### src/rtl/sync_rx_master.sv
module sync_rx_master #(
  parameter int DW = 8,
  parameter int BW = 8
) (
  input  logic          clk,
  input  logic          rst_n,
  input  logic          port_en,
  input  logic          div_wide,
  input  logic [BW-1:0] div_hi,
  input  logic [BW-1:0] div_lo,
  input  logic          nine_bit,
  input  logic          single_req,
  input  logic          cont_en,
  input  logic          irq_en,
  input  logic          rd_pop,
  input  logic          sdata,
  output logic          sclk,
  output logic [DW-1:0] rx_data,
  output logic          rx_ninth,
  output logic          rx_done,
  output logic          ovr_err,
  output logic          irq,
  output logic          single_active
);
  localparam int CW   = DW + 1;
  localparam int DIVW = 2 * BW;
  localparam int BCW  = $clog2(CW);

  logic [DIVW-1:0] div_n, div_cnt;
  logic [BCW-1:0]  bit_cnt;
  logic [CW-1:0]   shreg, chr, buf0, buf1;
  logic [1:0]      cnt;
  logic            single_en, ovr, cont_q, sclk_r;

  assign div_n = div_wide ? {div_hi, div_lo} : {{BW{1'b0}}, div_lo};

  wire run  = port_en & ~ovr & (cont_en | single_en);
  wire tick = run & (div_cnt == div_n);
  wire last = (bit_cnt == (nine_bit ? BCW'(DW) : BCW'(DW - 1)));
  wire done = tick & sclk_r & last;
  wire pop  = rd_pop & (cnt != 2'd0);
  wire full = (cnt == 2'd2) & ~pop;
  wire push = done & ~full;
  wire [1:0] slot = cnt - {1'b0, pop};

  always_comb begin
    chr = shreg;
    chr[bit_cnt] = sdata;
    if (!nine_bit) chr[DW] = 1'b0;
  end

  always_ff @(posedge clk or negedge rst_n) begin
    if (!rst_n) begin
      sclk_r <= 1'b0; div_cnt <= '0; bit_cnt <= '0; shreg <= '0;
      single_en <= 1'b0; ovr <= 1'b0; cont_q <= 1'b0;
      cnt <= 2'd0; buf0 <= '0; buf1 <= '0;
    end else if (!port_en) begin
      sclk_r <= 1'b0; div_cnt <= '0; bit_cnt <= '0;
      single_en <= 1'b0; ovr <= 1'b0; cont_q <= 1'b0;
      cnt <= 2'd0;
    end else begin
      cont_q <= cont_en;
      if (!run) begin
        sclk_r <= 1'b0; div_cnt <= '0; bit_cnt <= '0;
      end else if (tick) begin
        div_cnt <= '0;
        sclk_r  <= ~sclk_r;
        if (sclk_r) begin
          shreg   <= chr;
          bit_cnt <= last ? '0 : bit_cnt + 1'b1;
        end
      end else begin
        div_cnt <= div_cnt + 1'b1;
      end

      if (single_req)  single_en <= 1'b1;
      else if (done)   single_en <= 1'b0;

      if (done && full)            ovr <= 1'b1;
      else if (cont_q && !cont_en) ovr <= 1'b0;

      if (pop) buf0 <= buf1;
      if (push) begin
        if (slot == 2'd0) buf0 <= chr;
        else              buf1 <= chr;
      end
      cnt <= cnt - {1'b0, pop} + {1'b0, push};
    end
  end

  assign sclk          = sclk_r;
  assign rx_data       = buf0[DW-1:0];
  assign rx_ninth      = buf0[DW];
  assign rx_done       = (cnt != 2'd0);
  assign irq           = rx_done & irq_en;
  assign ovr_err       = ovr;
  assign single_active = single_en;
endmodule

### config.mk
export PLATFORM = sky130hd
export DESIGN_NAME = sync_rx_master
export DESIGN_NICKNAME = d
export VERILOG_FILES = /design/src/rtl/sync_rx_master.sv
export SDC_FILE = /design/constraint.sdc
export NUM_CORES = 1
export LEC_CHECK = 0
export BUFFER_PORTS_ARGS = -buffer_cell sky130_fd_sc_hd__buf_4
export CELL_PAD_IN_SITES_DETAIL_PLACEMENT = 0
export CELL_PAD_IN_SITES_GLOBAL_PLACEMENT = 1
export CORE_MARGIN = 1
export CORE_UTILIZATION = 30
export DETAILED_ROUTE_END_ITERATION = 10
export GPL_TIMING_DRIVEN = 0
export PLACE_DENSITY = 0.55
export SLEW_MARGIN = 20
export SYNTH_ARGS = -nofsm -noshare
export SYNTH_HDL_FRONTEND = slang
export SYNTH_SLANG_ARGS = --single-unit
### constraint.sdc
create_clock -name clk -period 3.5 [get_ports clk]
set_input_delay 0.875 -clock clk [delete_from_list [all_inputs] [get_ports clk]]
set_output_delay 0.875 -clock clk [all_outputs]
set_load 0.005 [all_outputs]
==> flow_summary.toml <==
[placed_design]
place.port_buffers = 38
placed_area_um2 = 3410
place_inst = 457
hpwl_mm = 4.98
gp_congestion = 0.741
place_worst_setup_slack_ns = -0.0583

[sta]
slew_violations = 0
timing.final.ws_setup_ns = 0.304
tightest_slew_ns = 0.826
period_minus_slack_ns = 3.20
tns_ns = 0
clock_skew_ns = 0.00708
setup_viol = 0
finalHoldViolCount = 0
timing.final.crit_share_pct = 91.3
rsz0062_at_grt = "false"
fmax_mhz = 313
slew_headroom_pct = 44.7

[synthesis]
synth.area.mux_share_pct = 10.1
synth_area_leaders = "dfrtp_1 45%, mux2_2 9.1%, xor2_1 5.9%"
synthSimpleGateAreaFrac_pct = 21.5
seq_area_frac_synth_pct = 44.7
synth_fa_ha_area_share_pct = 2.95
synth_edf_count = 0
syn_nets = 323
synth_xor_area_share_pct = 7.97
synth_seq_cells = 53
syn_area_um2 = 2970
syn_inst = 290
yosysTopAreaCell = "dfrtp_1"
synth_top_area_share_pct = 44.7
synth_cell_types = 52
synth_ff_type = "dfrtp_1"
synth_area_per_cell_um2 = 10.2
synth-compound-area-share_pct = 10.0
ys_warn_count = 0
async_flop_share_pct = 100
synth_top_family_by_area = "simple AND/OR/NAND/NOR gates"

[floorplanning]
die_h_um = 101
die-area_um2 = 10300
boundaryPins = 40
start_util_pct = 31.5
die_w_um = 101
fp.coreArea_um2 = 9420
rows = 35

[detailed_routing]
drc = 0
wire_per_inst_um = 15.1
drt_iter0_drc = 93
vias = 2237
vias_per_cell = 4.81
dr.pass1.iters = 4
wl_mm = 7.04
ant_nets = 0

[clocking]
cts_resized = 0
numCtsBuffers = 5
clk_path_buf_depth = 2
tritoncts = "yes"
hold_buffers = 0
postCtsSetupBuffers = 0
cts-root-buf = "clkbuf_8"
clkLatencyLatePin_ns = 0.30
clk_pin_slew_ns = 0.10
cts.htree.levels = 2
clock-sinks = 53

[power]
power_density_nw_per_um2 = 409
p_seq_share_pct = 48.8
switching_share_pct = 25.5
pwr-share-comb_pct = 20.5
peakVddDrop_mv = 0.326
internal-power_mw = 1.07
switching_power_mw = 0.368
p_leak_nw = 1.65
pwr-share-clk_pct = 30.7

[setup_path]
cp_top_family = "simple AND/OR/NAND/NOR gates"
cp-start-kind = "input pin"
crit_fanout = 10
required_ns = 3.71
cp_slowest_cell = "or4_1"
cp_cell_sequence = "buf_4, buf_2, a21o_1, a211oi_1, nand3_1, or4_1, buf_6, buf_6, nor3_1, ha_1, and2_1"
slowest_delay_ns = 0.48
worst-setup-path-type = "input pin to flop"
crit_top_cell = "buf_6"
arrival_ns = 3.40
path_buf_inv = 4
worst_setup_path_end_kind = "flop"

[global_routing]
grt_pass1_vias = 2230
grt_pass1_wl_mm = 11.6
grt_max_degree = 54
gr-total-overflow = 0
antenna_found_initial = 0
grt_use_total_pct = 14.9

[final_layout]
antenna_cells = 0
final_common_cell = "dfrtp_1"
layout_common_cells = "53 x dfrtp_1, 39 x buf_4, 33 x nor2_1, 31 x nand2_1, 24 x mux2_2"
multiInputGateArea_um2 = 1560
regArea_um2 = 1330
fin_area_um2 = 3530
fin_nets = 368
final_core_util_pct = 37.5
instances_no_fill = 465
syn_to_final_growth_pct = 19.1
layout-drive-gt1-share_pct = 28.0
fillers = 986

[hold_path]
holdCritPathClass = "flop to flop"

[flow_run]
maxCapViolations = 0

[outcome]
status = "finished, final reports clean"
==> routing by layer <==
metal	global-route usage, %	wire length (µm)	vias to the layer above
met3	2.42	292	5
met1	21.9	3680	1075
li1	-	-	1116
met4	3.34	61	0
met2	22.9	3000	41
met5	0	0	-
==> stage by stage <==
| step | total power, mW | hold WS, ns |
|---|---|---|
| 6_report | 1.44 | 0.507 |
| 4_1_cts | 1.47 | 0.515 |
| 3_3_place_gp | 1.02 | 0.482 |
| 5_1_grt | 1.53 | 0.525 |
| 3_5_place_dp | 1.02 | 0.489 |
| 2_1_floorplan | 0.858 | 0.474 |
==> power by group through the flow <==
stage | Sequential, mW | Combinational (mW) | Clock, mW
6_report | 0.705 | 0.296 | 0.443
4_1_cts | 0.705 | 0.302 | 0.464
5_1_grt | 0.712 | 0.331 | 0.482
3_3_place_gp | 0.715 | 0.301 | 0
2_1_floorplan | 0.716 | 0.142 | 0
3_5_place_dp | 0.716 | 0.299 | 0
==> cell type report <==
class,count,area share [%]
Buffer,7,1.31
Clock buffer,6,2.34
Clock inverter,2,1.06
Inverter,9,0.956
Multi-Input combinational cell,221,44.1
Sequential cell,53,37.5
Tap cell,129,4.57
Timing Repair Buffer,38,8.08
==> sequential cells by signal, indices dropped and copies added, names as in the netlist <==
name           count
single_active      1
buf0               9
div_cnt           16
bit_cnt            4
buf1               9
shreg              9
sclk               1
ovr_err            1
cont_q             1
cnt                2
==> cell usage after synthesis (all sizes together), types with 4 or more instances <==
| cell type | number |
|---|---|
| dfrtp | 53 |
| nor2 | 33 |
| nand2 | 32 |
| mux2 | 26 |
| xor2 | 20 |
| nand3 | 18 |
| inv | 9 |
| o221a | 9 |
| and2 | 7 |
| ha | 7 |
| nor3 | 7 |
| xnor2 | 7 |
| and3 | 6 |
| o21ai | 5 |
| buf | 4 |
| nor4 | 4 |
==> worst paths after layout <==
check / from / endpoint / slack (ns) / cells after the start
max reg2reg: ovr_err$_DFFE_PN0P_ / cnt[0]$_DFF_PN0_ / 0.54 / 9
max: div_wide / cnt[0]$_DFF_PN0_ / 0.30 / 11
min: shreg[1]$_DFFE_PN0P_ / shreg[1]$_DFFE_PN0P_ / 0.51 / 1
min in group asynchronous: rst_n / div_cnt[1]$_DFF_PN0_ / 0.61 / 1
min reg2reg: shreg[1]$_DFFE_PN0P_ / shreg[1]$_DFFE_PN0P_ / 0.51 / 1
max in group asynchronous: rst_n / div_cnt[15]$_DFF_PN0_ / 2.41 / 1
==> logic make-up (layout without fill, tap and decap cells) <==
logic type | count (synthesis) | in the layout
and+or+nand+nor | 126 | 126
DFF | 53 | 53
muxes | 26 | 26
buffers and inverters | 16 | 62
xor gates and xnor gates | 27 | 27
AOI/OAI and AO/OA | 35 | 35
adders and majority gates | 7 | 7
Note: power is estimated with default switching activity, not from simulation.
